`src/rtl/vbl_pkg.sv`:
```
package vbl_pkg;
    typedef enum logic {
        TMR_IDLE = 1'b0,
        TMR_RUN  = 1'b1
    } tmr_state_e;

    localparam logic SEL_ENABLE = 1'b0;
    localparam logic SEL_STATUS = 1'b1;

    localparam logic [31:0] CLR_MASK_A = 32'h000F_040F;
    localparam logic [31:0] CLR_MASK_B = 32'hFC08_0EFF;

    function automatic logic [31:0] clr_mask(input bit variant_b);
        return variant_b ? CLR_MASK_B : CLR_MASK_A;
    endfunction
endpackage

```
`src/rtl/vbl_timer.sv`:
```
module vbl_timer
    import vbl_pkg::*;
#(
    parameter int FRAME_CYCLES = 1666667
) (
    input  logic clk,
    input  logic rst_n,
    input  logic start_i,
    input  logic stop_i,
    output logic tick_o
);
    localparam int CNT_W = (FRAME_CYCLES > 1) ? $clog2(FRAME_CYCLES) : 1;
    localparam logic [CNT_W-1:0] LAST = CNT_W'(FRAME_CYCLES - 1);

    tmr_state_e       state_q, state_d;
    logic [CNT_W-1:0] cnt_q, cnt_d;

    // next state and counter
    always_comb begin
        state_d = state_q;
        cnt_d   = cnt_q;
        unique case (state_q)
            TMR_IDLE: begin
                cnt_d = '0;
                if (start_i) state_d = TMR_RUN;
            end
            TMR_RUN: begin
                if (start_i) begin
                    cnt_d = '0;
                end else if (stop_i) begin
                    state_d = TMR_IDLE;
                    cnt_d   = '0;
                end else if (cnt_q == LAST) begin
                    cnt_d = '0;
                end else begin
                    cnt_d = cnt_q + 1'b1;
                end
            end
            default: state_d = TMR_IDLE;
        endcase
    end

    // state register
    always_ff @(posedge clk or negedge rst_n) begin
        if (!rst_n) begin
            state_q <= TMR_IDLE;
            cnt_q   <= '0;
        end else begin
            state_q <= state_d;
            cnt_q   <= cnt_d;
        end
    end

    // outputs
    always_comb begin
        tick_o = 1'b0;
        unique case (state_q)
            TMR_IDLE: tick_o = 1'b0;
            TMR_RUN:  tick_o = (cnt_q == LAST);
            default:  tick_o = 1'b0;
        endcase
    end


    start_restart_chk: assert property (@(posedge clk) disable iff (!rst_n)
        start_i |=> (state_q == TMR_RUN && cnt_q == '0));

    stop_idle_chk: assert property (@(posedge clk) disable iff (!rst_n)
        (stop_i && !start_i) |=> (state_q == TMR_IDLE && !tick_o));

    cnt_range_chk: assert property (@(posedge clk) disable iff (!rst_n)
        cnt_q <= LAST);
endmodule

```
`src/rtl/irq_status.sv`:
```
module irq_status #(
    parameter int          W        = 32,
    parameter logic [31:0] CLR_MASK = 32'h000F_040F
) (
    input  logic         clk,
    input  logic         rst_n,
    input  logic [W-1:0] set_i,
    input  logic         clr_wr_i,
    input  logic [W-1:0] clr_data_i,
    output logic [W-1:0] stat_o
);
    localparam logic [W-1:0] MASK = CLR_MASK[W-1:0];

    logic [W-1:0] stat_q;
    logic [W-1:0] clr_bits;

    assign clr_bits = clr_wr_i ? (clr_data_i & MASK) : '0;

    always_ff @(posedge clk or negedge rst_n) begin
        if (!rst_n) stat_q <= '0;
        else        stat_q <= (stat_q & ~clr_bits) | set_i;
    end

    assign stat_o = stat_q;


    set_wins_chk: assert property (@(posedge clk) disable iff (!rst_n)
        (|set_i) |=> ((stat_q & $past(set_i)) == $past(set_i)));

    masked_clear_chk: assert property (@(posedge clk) disable iff (!rst_n)
        clr_wr_i |=> ((stat_q & $past(clr_data_i & MASK & ~set_i)) == '0));
endmodule

```
`src/rtl/vbl_irq_ctrl.sv`:
```
module vbl_irq_ctrl
    import vbl_pkg::*;
#(
    parameter bit VARIANT_B    = 1'b0,
    parameter int FRAME_CYCLES = 1666667,
    parameter int VBL_BIT      = 0
) (
    input  logic        clk,
    input  logic        rst_n,
    input  logic        reg_wr,
    input  logic        reg_sel,
    input  logic [31:0] reg_wdata,
    output logic [31:0] reg_rdata,
    input  logic [31:0] src_set,
    output logic        irq
);
    localparam int          W    = 32;
    localparam logic [31:0] MASK = clr_mask(VARIANT_B);

    logic         en_wr, st_wr, vbl_start, vbl_stop, tick;
    logic [W-1:0] en_q, stat, set_all, vbl_vec;

    assign en_wr     = reg_wr && (reg_sel == SEL_ENABLE);
    assign st_wr     = reg_wr && (reg_sel == SEL_STATUS);
    assign vbl_start = en_wr &&  reg_wdata[VBL_BIT];
    assign vbl_stop  = en_wr && !reg_wdata[VBL_BIT];

    always_ff @(posedge clk or negedge rst_n) begin
        if (!rst_n)     en_q <= '0;
        else if (en_wr) en_q <= reg_wdata;
    end

    vbl_timer #(.FRAME_CYCLES(FRAME_CYCLES)) u_tmr (
        .clk    (clk),
        .rst_n  (rst_n),
        .start_i(vbl_start),
        .stop_i (vbl_stop),
        .tick_o (tick)
    );

    always_comb begin
        vbl_vec          = '0;
        vbl_vec[VBL_BIT] = tick | vbl_start;
    end
    assign set_all = src_set | vbl_vec;

    irq_status #(.W(W), .CLR_MASK(MASK)) u_stat (
        .clk       (clk),
        .rst_n     (rst_n),
        .set_i     (set_all),
        .clr_wr_i  (st_wr),
        .clr_data_i(reg_wdata),
        .stat_o    (stat)
    );

    assign irq       = |(stat & en_q);
    assign reg_rdata = (reg_sel == SEL_STATUS) ? stat : en_q;


    start_sets_vbl_chk: assert property (@(posedge clk) disable iff (!rst_n)
        vbl_start |=> stat[VBL_BIT]);

    enable_store_chk: assert property (@(posedge clk) disable iff (!rst_n)
        en_wr |=> (en_q == $past(reg_wdata)));
endmodule

```
`config.mk`:
```
export PLATFORM = sky130hd
export DESIGN_NAME = vbl_irq_ctrl
export DESIGN_NICKNAME = d
export VERILOG_FILES = /design/src/rtl/vbl_pkg.sv /design/src/rtl/vbl_timer.sv /design/src/rtl/irq_status.sv /design/src/rtl/vbl_irq_ctrl.sv
export SDC_FILE = /design/constraint.sdc
export NUM_CORES = 1
export LEC_CHECK = 0
export BUFFER_PORTS_ARGS = -buffer_cell sky130_fd_sc_hd__buf_4
export CORE_MARGIN = 2
export CORE_UTILIZATION = 35
export DETAILED_ROUTE_END_ITERATION = 10
export PLACE_DENSITY = 0.66
export SKIP_CTS_REPAIR_TIMING = 1
export SLEW_MARGIN = 20
export SYNTH_ARGS = -nofsm -noshare
export SYNTH_HDL_FRONTEND = slang
export SYNTH_SLANG_ARGS = --single-unit
```
`constraint.sdc`:
```
create_clock -name clk -period 3 [get_ports clk]
set_input_delay 0.3 -clock clk [delete_from_list [all_inputs] [get_ports clk]]
set_output_delay 0.3 -clock clk [all_outputs]
set_load 0.005 [all_outputs]
```
==> qor.yml <==
io_pins: 101
rows: 38
clkTransAtPathRegs_ns: 0.08
finalSetupViolations: 0
violations: "negative hold slack"
dpl.hpwl_um: 6070
grt_max_degree: 86
synthTopCellsByArea: "dfrtp_1 (55%), mux2_2 (18%), or2_2 (3.7%), a22oi_1 (3.1%), xnor2_1 (2.0%)"
gr-usage-all-layers_pct: 15.1
drt-pass1-iter-count: 4
vdd_drop_max_mv: 0.187
start_util_pct: 35.7
synth_area_um2: 3850
grt_overflow: 0
yosysWarnings: 0
tritoncts: "yes"
hold_violations: 25
period_needed_ns: 2.18
p_leak_nw: 1.99
synth_nets: 383
path_cells: "a22oi_1, nand4_1, or4_1, buf_4"
slowest_delay_ns: 0.57
diodes: 0
cp_data_required_time_ns: 2.70
ys_types: 36
gp_congestion: 0.768
core_um2: 10800
root_buffer: "clkbuf_8"
postSynthAreaPerCell_um2: 12.3
grt_pass1_wl_um: 13600
hold_slack_ns: -0.0117
min_path_type: "input pin to asynchronous set/reset pin"
cp_slowest_cell: "or4_1"
max_freq_mhz: 459
htree_levels: 3
synth.most_common_cell: "dfrtp_1"
synth_cells: 313
via_per_inst: 4.90
slew_viol_final: 0
dp_cells: 543
finClkSkew_ns: 0.00767
synthTopCellsByCount: "dfrtp_1 (85), mux2_2 (62), or2_2 (23), nor2_1 (18), nand2_1 (17)"
ys_ff_latch: 85
grt_pass1_vias: 2707
port_buffers: 100
totalWireLength_um: 8500
relSlewSlack_pct: 43.3
cp-end-kind: "output port"
yosys.area.top_type: "dfrtp_1"
drc: 0
fin_nets: 484
cp_top_family: "simple AND/OR/NAND/NOR gates"
finalPower_mw: 2.37
crit_buf_inv: 1
drtIter0Drc: 167
yosysSeqAreaShare_pct: 55.2
clockBufferDepth: 2
syn_to_final_growth_pct: 28.0
critPathLaunchType: "flop"
die_w_um: 109
synth_top_area_share_pct: 55.2
clock_latency_ns: 0.36
wl_per_cell_um: 15.2
stdcell_count: 559
rsz0062_at_grt: "false"
cp.arrival_ns: 1.88
antenna_found_initial: 0
powerDensity_nw_per_um2: 481
finalSetupTns_ns: 0
dieArea_um2: 11900
synth_edf_count: 0
worstMarginPinSlew_ns: 0.843
postRouteAntennaNets: 0
cp_max_fo: 3
die_h_um: 109
drive_above_1_share_pct: 49.9
finalCritPeriodShare_pct: 72.6
status: "complete, but fails checks"
route.vias.total: 2738
ys_async_sr_fraction_pct: 100
ys.flop_type: "dfrtp_1"
clock-sinks: 85
cts_made_buffers: 9
maxCapViolations: 0
path_class: "flop to output port"
[area by class of cell]
cell class / instances / area, um^2
fill: 994 / 5860
sequential: 85 / 2130
multi-input combinational: 211 / 1670
timing repair buffer: 101 / 762
tap: 140 / 175
clock buffer: 10 / 138
clock inverter: 6 / 38.8
inverter: 6 / 22.5
[stage by stage]
stage | area [um^2] | worst slack [ns] | util, % | hold WS [ns]
global route | 4930 | 0.728 | 45.7 | 0.0415
detailed placement | 4750 | 1.00 | 44.0 | 0.472
floorplan | 3850 | 1.31 | - | 0.00441
finish | 4930 | 0.823 | 45.7 | -0.0117
CTS | 4930 | 0.754 | 45.6 | 0.102
global placement | 4750 | 1.07 | 44.0 | 0.470
[logic make-up (layout without fill, tap and decap cells)]
logic type | Yosys count | after routing | synth area share (%)
xor+xnor | 15 | 15 | 3.41
simple gates | 96 | 96 | 14.2
mux | 62 | 62 | 18.1
flops | 85 | 85 | 55.2
compound gates | 36 | 36 | 6.70
buf+inv | 17 | 123 | 1.66
fa+ha+maj | 2 | 2 | 0.650
[placed cells by master (no fill, tap or decap), drive strengths merged, types with 2 or more instances in the layout]
cell      count
xor2          6
clkinvlp      2
dfrtp        85
mux2         62
a31o          2
nor4          6
a21oi         4
a22oi        16
or2          23
clkinv        4
a21o          8
nand4        12
or3           3
nand2        17
buf         101
or4           2
clkbuf       10
nand3         5
inv           6
nor3          3
nor2         18
ha            2
o21ai         3
xnor2         9
[power breakdown]
group	internal, mW	total (mW)	switching [mW]
Sequential	1.22	1.27	0.0548
Clock	0.320	0.729	0.409
Combinational	0.227	0.371	0.144
[metal layers]
layer	share of wire (%)	track usage, %
met3	6.8	4.48
met5	0	0
met4	1.4	5.77
met2	45	22.6
met1	47	20.5
[sequential cells by signal (all words and copies together) (netlist names)]
name and count:
u_stat.stat_o 32, en_q 32, u_tmr.cnt_q 21
[worst paths after layout]
| kind | startpoint | endpoint | slack (ns) | cells after the start |
|---|---|---|---|---|
| setup reg to reg | u_tmr.cnt_q[0]$_DFF_PN0_ | u_tmr.cnt_q[7]$_DFF_PN0_ | 1.01 | 5 |
| hold / removal | rst_n | en_q[21]$_DFFE_PN0P_ | -0.01 | 1 |
| setup / recovery | en_q[21]$_DFFE_PN0P_ | irq | 0.82 | 4 |
| min in group clk | src_set[18] | u_stat.stat_o[18]$_DFF_PN0_ | 0.12 | 2 |
| hold reg to reg | u_stat.stat_o[23]$_DFF_PN0_ | u_stat.stat_o[23]$_DFF_PN0_ | 0.49 | 1 |
| max in group asynchronous | rst_n | en_q[7]$_DFFE_PN0P_ | 2.50 | 1 |
Power figures use the tool's default switching activity.
